--- src/rtl/gtally_pkg.sv ---
package gtally_pkg;

  // Number of clock cycles in one gate, from the prescale divide, the timer width and the preload.
  function automatic int unsigned gate_len(input int unsigned div,
                                           input int unsigned tw,
                                           input int unsigned preload);
    return div * ((32'd1 << tw) - preload);
  endfunction

endpackage

--- src/rtl/edge_sync_fall.sv ---
module edge_sync_fall #(
  parameter int STAGES = 2
) (
  input  logic clk,
  input  logic rst,
  input  logic pin,
  output logic fall_o
);
  // chain[0 .. STAGES-1] is the synchronizer; chain[STAGES] is the copy delayed by one more cycle
  logic [STAGES:0] chain;

  always_ff @(posedge clk) begin
    if (rst) chain <= '1;  // idle-high line: no false edge after reset
    else     chain <= {chain[STAGES-1:0], pin};
  end

  assign fall_o = chain[STAGES] & ~chain[STAGES-1];


  fall_single_chk: assert property (@(posedge clk) disable iff (rst)
    fall_o |=> !fall_o);
endmodule

--- src/rtl/gate_timer.sv ---
module gate_timer #(
  parameter int          DIV     = 64,
  parameter int          TW      = 16,
  parameter int unsigned PRELOAD = 32'h0BDC
) (
  input  logic clk,
  input  logic rst,
  output logic gate_end_o
);
  localparam int          DW     = (DIV > 1) ? $clog2(DIV) : 1;
  localparam int unsigned PERIOD = gtally_pkg::gate_len(DIV, TW, PRELOAD);

  logic [DW-1:0] pre_q;
  logic [TW-1:0] tmr_q;
  logic          tick;

  assign tick = (pre_q == DW'(DIV - 1));

  always_ff @(posedge clk) begin
    if (rst)       pre_q <= '0;
    else if (tick) pre_q <= '0;
    else           pre_q <= pre_q + 1'b1;
  end

  always_ff @(posedge clk) begin
    if (rst)                tmr_q <= TW'(PRELOAD);
    else if (tick) begin
      if (tmr_q == '1)      tmr_q <= TW'(PRELOAD);
      else                  tmr_q <= tmr_q + 1'b1;
    end
  end

  assign gate_end_o = tick && (tmr_q == '1);

  // Checker: counts cycles since the last gate end
  logic [31:0] gap_q;
  always_ff @(posedge clk) begin
    if (rst)             gap_q <= '0;
    else if (gate_end_o) gap_q <= '0;
    else                 gap_q <= gap_q + 1'b1;
  end


  gate_period_chk: assert property (@(posedge clk) disable iff (rst)
    gate_end_o |-> (gap_q == PERIOD - 1));

  gate_bound_chk: assert property (@(posedge clk) disable iff (rst)
    gap_q < PERIOD);
endmodule

--- src/rtl/tally_counter.sv ---
module tally_counter #(
  parameter int W = 8
) (
  input  logic         clk,
  input  logic         rst,
  input  logic         edge_i,
  input  logic         snap_i,
  output logic [W-1:0] held_o
);
  logic [W-1:0] cnt_q;

  always_ff @(posedge clk) begin
    if (rst) begin
      cnt_q  <= '0;
      held_o <= '0;
    end else if (snap_i) begin
      held_o <= cnt_q;
      cnt_q  <= edge_i ? W'(1) : '0;  // an edge on the snapshot edge opens the new interval
    end else if (edge_i) begin
      cnt_q  <= cnt_q + 1'b1;
    end
  end


  carry_in_chk: assert property (@(posedge clk) disable iff (rst)
    (snap_i && edge_i) |=> (cnt_q == W'(1)));

  clear_chk: assert property (@(posedge clk) disable iff (rst)
    (snap_i && !edge_i) |=> (cnt_q == '0));

  wrap_chk: assert property (@(posedge clk) disable iff (rst)
    (!snap_i && edge_i && cnt_q == '1) |=> (cnt_q == '0));
endmodule

--- src/rtl/gated_edge_tally.sv ---
module gated_edge_tally #(
  parameter int          DIV         = 64,
  parameter int          TIMER_W     = 16,
  parameter int unsigned PRELOAD     = 32'h0BDC,
  parameter int          TEMP_W      = 16,
  parameter int          AUX_W       = 8,
  parameter int          SYNC_STAGES = 2
) (
  input  logic                    clk,
  input  logic                    rst,
  input  logic                    vf_pulse,
  input  logic                    aux_pulse,
  output logic [TEMP_W-1:0]       held_temp,
  output logic [AUX_W-1:0]        held_aux,
  output logic [TEMP_W+AUX_W-1:0] held_word,
  output logic                    gate_evt
);
  logic vf_fall, aux_fall, gate_end;

  edge_sync_fall #(.STAGES(SYNC_STAGES)) u_vf_sync (
    .clk(clk), .rst(rst), .pin(vf_pulse), .fall_o(vf_fall));

  edge_sync_fall #(.STAGES(SYNC_STAGES)) u_aux_sync (
    .clk(clk), .rst(rst), .pin(aux_pulse), .fall_o(aux_fall));

  gate_timer #(.DIV(DIV), .TW(TIMER_W), .PRELOAD(PRELOAD)) u_gate (
    .clk(clk), .rst(rst), .gate_end_o(gate_end));

  tally_counter #(.W(TEMP_W)) u_temp_cnt (
    .clk(clk), .rst(rst), .edge_i(vf_fall), .snap_i(gate_end), .held_o(held_temp));

  tally_counter #(.W(AUX_W)) u_aux_cnt (
    .clk(clk), .rst(rst), .edge_i(aux_fall), .snap_i(gate_end), .held_o(held_aux));

  always_ff @(posedge clk) begin
    if (rst) gate_evt <= 1'b0;
    else     gate_evt <= gate_end;
  end

  assign held_word = {held_temp, held_aux};


  held_stable_chk: assert property (@(posedge clk) disable iff (rst)
    !gate_evt |-> $stable(held_word));

  evt_source_chk: assert property (@(posedge clk) disable iff (rst)
    gate_evt |-> $past(gate_end));
endmodule

--- config.mk ---
export PLATFORM = sky130hd
export DESIGN_NAME = gated_edge_tally
export DESIGN_NICKNAME = d
export VERILOG_FILES = /design/src/rtl/gtally_pkg.sv /design/src/rtl/edge_sync_fall.sv /design/src/rtl/gate_timer.sv /design/src/rtl/tally_counter.sv /design/src/rtl/gated_edge_tally.sv
export SDC_FILE = /design/constraint.sdc
export NUM_CORES = 1
export LEC_CHECK = 0
export BUFFER_PORTS_ARGS = -buffer_cell sky130_fd_sc_hd__buf_2
export CAP_MARGIN = 20
export CORE_MARGIN = 3
export CORE_UTILIZATION = 51
export DETAILED_ROUTE_END_ITERATION = 8
export PLACE_DENSITY = 0.76
export REMOVE_ABC_BUFFERS = 1
export SYNTH_ARGS = -nofsm -noshare
export SYNTH_HDL_FRONTEND = slang
export SYNTH_HIERARCHICAL = 1
export SYNTH_SLANG_ARGS = --single-unit
--- constraint.sdc ---
create_clock -name clk -period 3 [get_ports clk]
set_input_delay 0.6 -clock clk [delete_from_list [all_inputs] [get_ports clk]]
set_output_delay 0.6 -clock clk [all_outputs]
set_load 0.01 [all_outputs]
==> qor.yml, run 1 <==
routing:
  dr.pass1.iters: 4
  avgRoutedWirePerCell_um: 12.8
  dr_total_vias: 2575
  drtIter0Drc: 87
  via_per_inst: 5.46
  ant_nets: 0
  drc: 0
  finalWirelength_um: 6040
pwr:
  p_comb_frac: 0.022
  clockPowerShare: 0.419
  p_per_area_nw_per_um2: 498
  p_switching_uw: 407
  p_int_mw: 1.45
  peakVddDrop_v: 0.000394
  leakagePower_nw: 1.44
  pwr-share-seq: 0.559
  swShare: 0.219
setup_path:
  cp_max_fo: 36
  worst_setup_path_start_kind: "flop"
  arrival_ps: 2780
  worstSetupPathType: "flop to flop"
  required_ps: 3220
  end_kind: "flop"
grt:
  overflow: 0
  grt_max_degree: 54
  first_global_vias: 2246
  use_met2: 0.275
  grt.busiest_layer: "met2"
  grt_pass1_wl_um: 10200
  track_usage: 0.166
  antenna_found_initial: 0
  grtUsageMet1: 0.207
  grt_use_met3: 0.0574
layout:
  layout_common_cells: "77 x dfxtp_1, 52 x buf_2, 44 x nor2_1, 31 x mux2i_1, 28 x nand2_1"
  fill_cells: 557
  nets: 398
  mostFrequentLayoutCell: "dfxtp_1"
  antenna_cells: 0
  layout-drive-gt1-share: 0.213
  stdcell_count: 472
  fin_area_um2: 3720
  areaGrowthSynthToFinish_pct: 9.66
clock_network:
  cts.path.max_buffers: 2
  cts_tree: "built"
  clk_latency_ps: 340
  cts_resized: 0
  hold_buffers: 0
  cts-root-buf: "clkbuf_8"
  clk_pin_slew_ps: 80
  cts_buffers: 9
  numClockSinks: 77
  htreeDepth: 3
  post_cts_buffers: 0
job:
  maxCapViolations: 0
synth:
  syn_inst: 363
  syn_area_um2: 3390
  synth-edff-count: 0
  yosysSeqAreaShare: 0.454
  synthFlopType: "dfxtp_1"
  ys_types: 38
  yosys_warnings: 6
  ys_seq_elements: 77
  async_flop_share: 0
  syn_area_per_cell_um2: 9.35
status:
  run_status: "finished, final reports clean"
min_path:
  hold_path.class: "flop to flop"
timing:
  fin_ws_ps: 437
  holdWs_ps: 413
  fin_crit_sh: 0.854
  final.setup.tns_ps: 0
  rsz0062_at_grt: "no"
  skew_ps: 5.17
  setup_viol: 0
  fin_crit_ps: 2560
  hold_viol_final: 0
  drv_slew: 0
  relSlewSlack: 0.418
  tightest_slew_ps: 864
  clock.fmax_mhz: 390
place:
  placed_cell_area_um2: 3520
  dp.cells: 456
  place_ws_ps: 446
  io_buffers: 52
  place_congestion: 0.796
  place_hpwl_um: 4080
floorplanning:
  die_width_um: 87.6
  io_pins: 53
  std_cell_rows: 29
  start_util: 0.532
  core-area_um2: 6390
  dieHeight_um: 87.6
  die-area_um2: 7670
==> critical path, cell delays in order (launching register included) <==
cell and delay [ps]:
dfxtp_1 370, ha_1 270, nand4_4 180, or4_4 620, nor3_2 270, buf_12 260, nor2_1 160, o311ai_0 180
o41ai_1 130
==> power by group through the flow <==
stage / combinational, mW / clock (mW) / sequential, mW
3_5_place_dp: 0.0424 / 0 / 1.06
5_1_grt: 0.0485 / 0.846 / 1.04
4_1_cts: 0.0425 / 0.792 / 1.04
3_3_place_gp: 0.0413 / 0 / 1.06
6_report: 0.0417 / 0.776 / 1.04
2_1_floorplan: 0.0249 / 0 / 1.06
==> path summary, 6_finish.rpt <==
kind	from	to	slack, ps	depth (start not counted)
worst max register to register	u_gate/pre_q[0]	u_temp_cnt/cnt_q[9]	440	8
worst min register to register	u_vf_sync/chain[0]	u_vf_sync/chain[1]	410	1
worst max-delay path	u_gate/pre_q[0]	u_temp_cnt/cnt_q[9]	440	8
worst min-delay path	u_vf_sync/chain[0]	u_vf_sync/chain[1]	410	1
==> kinds of logic (layout without fill, tap and decap cells) <==
logic type / after synthesis / in the layout / synth area share
flip-flops: 77 / 77 / 0.454
buffers and inverters: 41 / 73 / 0.0804
multiplexers: 31 / 31 / 0.0914
AO/OA/AOI/OAI: 33 / 33 / 0.0564
XOR/XNOR: 21 / 21 / 0.0542
AND/OR/NAND/NOR: 156 / 156 / 0.249
adder cells (fa/ha/maj): 4 / 4 / 0.0147
==> Yosys cell counts (all sizes together), types with 3 or more instances <==
master	count	area [um2]
dfxtp	77	1540
nor2	44	165
buf	33	243
mux2i	31	310
nand2	28	105
nand4	17	149
a21oi	14	70.1
nand3	14	70.1
or3	14	90.1
o21ai	11	55.1
xor2	11	96.3
xnor2	10	87.6
or2	9	56.3
nor4	7	43.8
nor3	6	30.0
clkbuf	5	18.8
nor2b	5	38.8
or4	5	42.5
and3	4	25.0
ha	4	50.1
inv	3	11.3
==> layout make-up <==
cell class,instances,area (um2),share of cell area
clock buffer,10,138,0.0370
clock inverter,6,62.6,0.0168
inverter,3,11.3,0.00303
multi-input combinational,245,1590,0.426
sequential,77,1540,0.414
tap,77,96.3,0.0259
timing repair buffer,54,288,0.0773
==> sequential cells by signal, summed over array words and instances (netlist names) <==
signal             count
u_gate/tmr_q          16
u_temp_cnt/cnt_q      16
u_temp_cnt/held_o     16
u_aux_cnt/cnt_q        8
u_aux_cnt/held_o       8
u_gate/pre_q           6
u_aux_sync/chain       3
u_vf_sync/chain        3
gate_evt               1
==> routing by layer <==
| layer | routed length, um | share of wire |
|---|---|---|
| met1 | 2790 | 0.46 |
| met2 | 2870 | 0.48 |
| met3 | 299 | 0.050 |
| met4 | 78 | 0.013 |
| met5 | 0 | 0 |
==> metrics by stage <==
step | util | total power, mW
final | 0.583 | 1.85
after global routing | 0.583 | 1.93
after CTS | 0.583 | 1.87
after detailed placement | 0.552 | 1.10
after global placement | 0.552 | 1.10
after floorplan | - | 1.08
Note: power is estimated with default switching activity, not from simulation.
==> run 2: changes to the inputs <==
GPL_TIMING_DRIVEN = 0   (was unset)
==> run 2 against run 1 <==
Effect of this change: hold slack worse by 1.5 ps; combinational power shrank 2%; total power is 3.2% higher; flip-flop and latch count unchanged; clock power grew 7.9%; largest cell class unchanged; via count fell by 0.97%; critical endpoint unchanged; cell count is 0.64% higher.
==> qor.yml, run 2 (synthesized netlist as in run 1, its figures left out) <==
floorplanning:
  die-area_um2: 7670  # unchanged
  dieHeight_um: 87.6  # unchanged
  core-area_um2: 6390  # unchanged
  io_pins: 53  # unchanged
  die_width_um: 87.6  # unchanged
  std_cell_rows: 29  # unchanged
  start_util: 0.532  # unchanged
layout:
  reg_top3: "u_gate/tmr_q x16, u_temp_cnt/cnt_q x16, u_temp_cnt/held_o x16"
  nets: 401  # +0.75%
  fill_cells: 572  # +2.7%
  layout_common_cells: "77 x dfxtp_1, 52 x buf_2, 44 x nor2_1, 31 x mux2i_1, 28 x nand2_1"
  final_util: 0.590  # +0.00725
  layout-drive-gt1-share: 0.216  # +0.00342
  seqCellArea_um2: 1540  # unchanged
  mostFrequentLayoutCell: "dfxtp_1"
  multi_input_area_um2: 1590  # +0.39%
  antenna_cells: 0  # unchanged
  fin_area_um2: 3770  # +1.2%
  areaGrowthSynthToFinish_pct: 11.0
status:
  run_status: "finished, final reports clean"
setup_path:
  cp-startpoint: "u_gate/pre_q[0]"
  end_kind: "flop"
  rrSetupSlack_ps: 360  # -70 ps
  worstSetupPathType: "flop to flop"
  arrival_ps: 2850  # +70 ps
  crit_family: "simple AND/OR/NAND/NOR gates"
  required_ps: 3210  # about the same
  critPathSlowestCell: "or4_4"
  reg2regPathDepth: 10  # +2
  cp_max_fo: 12  # -67%
  cp_common_cell: "buf_6"
  crit_chain: "ha_1 -> nand4_4 -> or4_4 -> nor3_4 -> buf_6 -> buf_6 -> buf_6 -> nor2_1 -> o311ai_0 -> o41ai_1"
  worst_setup_path_start_kind: "flop"
  crit_buf_inv: 3  # +2
  reg2reg_from: "u_gate/pre_q[0]"
  r2r-end: "u_temp_cnt/cnt_q[9]"
  cpPeakStageDelay_ps: 630  # about the same
place:
  place_hpwl_um: 4020  # -1.6%
  io_buffers: 52  # unchanged
  place_congestion: 0.787  # -1.1%
  placed_cell_area_um2: 3540  # +0.50%
timing:
  holdWs_ps: 411  # -1.52 ps
  clock.fmax_mhz: 379  # -2.7%
  relSlewSlack: 0.385  # -0.0338
  drv_slew: 0  # unchanged
  skew_ps: 8.65  # +3.48 ps
  fin_crit_ps: 2640  # +72.3 ps
  tightest_slew_ps: 923  # +58.6 ps
  rsz0062_at_grt: "no"
  setup_viol: 0  # unchanged
  hold_viol_final: 0  # unchanged
  fin_crit_sh: 0.878  # +0.0241
pwr:
  leakagePower_nw: 1.48  # +2.6%
  p_total_mw: 1.91  # +3.2%
  peakVddDrop_v: 0.000412  # +4.6%
  p_per_area_nw_per_um2: 508  # +2.0%
clock_network:
  cts_buffers: 9  # unchanged
  cts.path.max_buffers: 2  # unchanged
  numClockSinks: 77  # unchanged
  hold_buffers: 0  # unchanged
  clk_pin_slew_ps: 80  # about the same
  htreeDepth: 3  # unchanged
  cts-root-buf: "clkbuf_8"
  cts_tree: "built"
  clk_latency_ps: 340  # about the same
job:
  maxCapViolations: 0  # unchanged
routing:
  dr.pass1.iters: 4  # unchanged
  via_per_inst: 5.37  # -1.6%
  ant_nets: 0  # unchanged
  avgRoutedWirePerCell_um: 12.6  # -1.8%
  dr_total_vias: 2550  # -0.97%
  finalWirelength_um: 5970  # -1.2%
  drtIter0Drc: 85  # -2.3%
  drc: 0  # unchanged
grt:
  antenna_found_initial: 0  # unchanged
  grt_pass1_wl_um: 9990  # -1.8%
  track_usage: 0.163  # -0.00337
  first_global_vias: 2280  # +1.5%
  overflow: 0  # unchanged
  grt_max_degree: 54  # unchanged
min_path:
  min_to: "u_vf_sync/chain[1]"
  hold_path.class: "flop to flop"
  min_path_cells: 1  # unchanged
  hp-start: "u_vf_sync/chain[0]"
run 2: report_power, final:
part	leakage, nW	internal, mW	total, mW	switching (mW)
Combinational	0.759	0.0144	0.0409	0.0265
Clock	0.0985	0.467	0.837	0.370
Sequential	0.622	1.03	1.04	0.00660
run 2: metrics by stage:
step           setup slack [ps]  std cells  TNS [ps]
3_3_place_gp              -3750        454   -154150
5_1_grt                     189        475         0
3_5_place_dp              -37.8        458     -41.4
4_1_cts                    97.9        474         0
2_1_floorplan             -2140        325    -88510
6_report                    365        475         0
run 2: worst max-delay path by stage:
stage	slack [ps]	cells past startpoint	to
6_report	360	10	u_temp_cnt/cnt_q[9]
5_1_grt	190	10	u_temp_cnt/cnt_q[9]
3_5_place_dp	-40	10	u_temp_cnt/cnt_q[9]
4_1_cts	100	10	u_temp_cnt/cnt_q[9]
2_1_floorplan	-2140	7	u_temp_cnt/cnt_q[9]
3_3_place_gp	-3750	7	u_temp_cnt/cnt_q[12]
run 2: routing by layer:
layer | GRT usage | part of all wire | up-vias
met2 | 0.271 | 0.48 | 51
met3 | 0.0452 | 0.043 | 4
met4 | 0.0600 | 0.0074 | 0
met5 | 0 | 0 | -
met1 | 0.201 | 0.47 | 1190
li1 | - | - | 1305
run 2: cell type report:
class,instances,area share
sequential,77,0.409
multi-input combinational,245,0.422
clock inverter,6,0.0232
timing repair buffer,57,0.0830
clock buffer,10,0.0339
tap,77,0.0256
inverter,3,0.00299
run 2: timing repair:
item | 4_1_cts | 5_1_grt
setup buffers | 0 | 1
setup endpoints to repair | 2 | 2
resized for setup | 1 | 0
pin swaps | 0 | 1
==> run 3: changes to the inputs <==
ABC_AREA = 1   (was unset)
==> run 3 against run 2 <==
Effect of this change: non-clock buffer count shrank 5; cell area decreased by 0.53%; first-iteration DRC count rose by 28%; clock power decreased by 11%; synthesized cell count up 25%.
==> qor.yml, run 3 <==
clock_network:
  post_cts_buffers: 0  # unchanged
  numClockSinks: 77  # unchanged
  cts-root-buf: "clkbuf_8"
  htreeDepth: 3  # unchanged
  cts_tree: "built"
  clk_latency_ps: 340  # about the same
  cts.path.max_buffers: 2  # unchanged
  cts_resized: 0  # -1
  hold_buffers: 0  # unchanged
  clk_pin_slew_ps: 70  # about the same
  cts_buffers: 9  # unchanged
min_path:
  min_path_cells: 2  # +1
  hold_path.class: "flop to flop"
floorplanning:
  start_util: 0.532  # about the same
  std_cell_rows: 29  # unchanged
  die-area_um2: 7720  # +0.62%
  dieHeight_um: 87.9  # +0.31%
  core-area_um2: 6420  # +0.57%
  die_width_um: 87.9  # +0.31%
  io_pins: 53  # unchanged
timing:
  holdWs_ps: 412  # +0.794 ps
  skew_ps: 4.18  # -4.46 ps
  fin_crit_ps: 2580  # -57.1 ps
  fin_ws_ps: 422  # +57.1 ps
  fin_crit_sh: 0.859  # -0.0190
  setup_viol: 0  # unchanged
  final.setup.tns_ps: 0  # unchanged
  drv_slew: 0  # unchanged
  rsz0062_at_grt: "no"
  clock.fmax_mhz: 388  # +2.2%
  hold_viol_final: 0  # unchanged
  tightest_slew_ps: 966  # +43.3 ps
  relSlewSlack: 0.354  # -0.0304
routing:
  dr.pass1.iters: 5  # +1
  dr_total_vias: 2791  # +9.5%
  via_per_inst: 4.94  # -8.0%
  drtIter0Drc: 109  # +28%
  ant_nets: 0  # unchanged
  drc: 0  # unchanged
  avgRoutedWirePerCell_um: 11.2  # -11%
  finalWirelength_um: 6310  # +5.8%
pwr:
  leakagePower_nw: 1.68  # +14%
  peakVddDrop_v: 0.000283  # -31%
  p_per_area_nw_per_um2: 488  # -3.9%
  p_total_mw: 1.83  # -4.4%
layout:
  antenna_cells: 0  # unchanged
  fill_cells: 577  # +0.87%
  layout-drive-gt1-share: 0.193  # -0.0235
  reg_top3: "u_gate/tmr_q x16, u_temp_cnt/cnt_q x16, u_temp_cnt/held_o x16"
  layout_common_cells: "84 x nand2_1, 77 x dfxtp_1, 59 x nor2_1, 52 x buf_2, 51 x inv_1"
  final_util: 0.584  # -0.00645
  nets: 491  # +22%
  stdcell_count: 565  # +19%
  areaGrowthSynthToFinish_pct: 9.70
  mostFrequentLayoutCell: "nand2_1"
  fin_area_um2: 3750  # -0.53%
synth:
  yosysTopAreaCell: "dfxtp_1"
  yosys_warnings: 6  # unchanged
  synthFlopType: "dfxtp_1"
  syn_area_per_cell_um2: 7.56  # -19%
  syn_area_um2: 3420  # +0.66%
  ys_seq_elements: 77  # unchanged
  async_flop_share: 0  # unchanged
  yosysSeqAreaShare: 0.451  # -0.00299
  synth.area.top_cells: "dfxtp_1 45%, nand2_1 9.2%, nor2_1 6.5%"
  synth-edff-count: 0  # unchanged
  synthTopCellsByCount: "84 x nand2_1, 77 x dfxtp_1, 59 x nor2_1, 51 x inv_1, 39 x a21oi_1"
  yosys.area.top_type_share: 0.451  # -0.00299
  yosysMostFrequentCell: "nand2_1"
  ys_types: 31  # -18%
  syn_inst: 452  # +25%
grt:
  grt_pass1_wl_um: 10800  # +7.6%
  antenna_found_initial: 0  # unchanged
  grt_max_degree: 46  # -15%
  track_usage: 0.176  # +0.0139
  overflow: 0  # unchanged
  first_global_vias: 2485  # +9.0%
setup_path:
  crit_chain: "ha_1 -> nand3_1 -> nor2_1 -> nand3_4 -> nor2_4 -> nor2_2 -> o21ai_2 -> nand2_1 -> o21ai_1 -> inv_1"
  required_ps: 3250  # +40 ps
  worstSetupPathType: "flop to flop"
  worst_setup_path_start_kind: "flop"
  cp_num_cells: 10  # unchanged
  cpPeakStageDelay_ps: 750  # +120 ps
  arrival_ps: 2820  # -30 ps
  cp_max_fo: 45  # +33
  end_kind: "flop"
  reg2regPathDepth: 10  # unchanged
  crit_buf_inv: 1  # -2
  crit_family: "simple AND/OR/NAND/NOR gates"
  critPathSlowestCell: "nor2_4"
place:
  dp.cells: 549  # +20%
  io_buffers: 52  # unchanged
  placed_cell_area_um2: 3550  # +0.32%
  place_congestion: 0.794  # +0.81%
  place_hpwl_um: 4460  # +11%
  place_ws_ps: 425  # +463 ps
job:
  maxCapViolations: 0  # unchanged
status:
  run_status: "finished, final reports clean"
run 3: cell count changes in the layout (fill, tap and decap cells not counted), moves of 9 or more:
| cell | previous run | this run |
|---|---|---|
| a21oi_1 | 14 | 39 |
| inv_1 | 3 | 51 |
| mux2i_1 | 31 | 0 |
| nand2_1 | 28 | 84 |
| nand3_1 | 14 | 24 |
| nand4_1 | 13 | 4 |
| nor2_1 | 44 | 59 |
| o21ai_0 | 11 | 25 |
| or3_1 | 12 | 0 |
run 3: per-layer routing:
| layer | wire length, um | track usage |
|---|---|---|
| met4 | 83 | 0.0921 |
| met5 | 0 | 0 |
| met3 | 270 | 0.0310 |
| met1 | 3030 | 0.217 |
| met2 | 2930 | 0.295 |
run 3: power by group:
group | total (mW) | internal, mW | switching, mW
combinational | 0.0466 | 0.0145 | 0.0321
sequential | 1.04 | 1.03 | 0.00646
clock | 0.747 | 0.392 | 0.356
run 3: area by class of cell:
class	instances	area, um2	area share
multi-input combinational	290	1450	0.388
clock inverter	2	15.0	0.00401
inverter	53	199	0.0531
timing repair buffer	52	260	0.0694
tap	77	96.3	0.0257
clock buffer	14	183	0.0487
sequential	77	1540	0.411
run 3: worst min-delay path: cells and delay by family, from the launching register on:
| family | cells | cell delay [ps] |
|---|---|---|
| flops | 1 | 310 |
| simple gates | 1 | 50 |
| buf+inv | 1 | 30 |
run 3: logic make-up after synthesis:
group           count (synthesis)  synth area share
compound gates                 73             0.110
xor+xnor                        9            0.0231
fa+ha+maj                       4            0.0146
buf+inv                        85             0.123
flops                          77             0.451
simple gates                  204             0.278
run 3: path summary, 6_finish.rpt:
path / from / slack [ps] / to
min: u_vf_sync/chain[0] / 410 / u_vf_sync/chain[1]
min reg2reg: u_vf_sync/chain[0] / 410 / u_vf_sync/chain[1]
max: u_gate/tmr_q[0] / 420 / u_temp_cnt/cnt_q[8]
max reg2reg: u_gate/tmr_q[0] / 420 / u_temp_cnt/cnt_q[8]
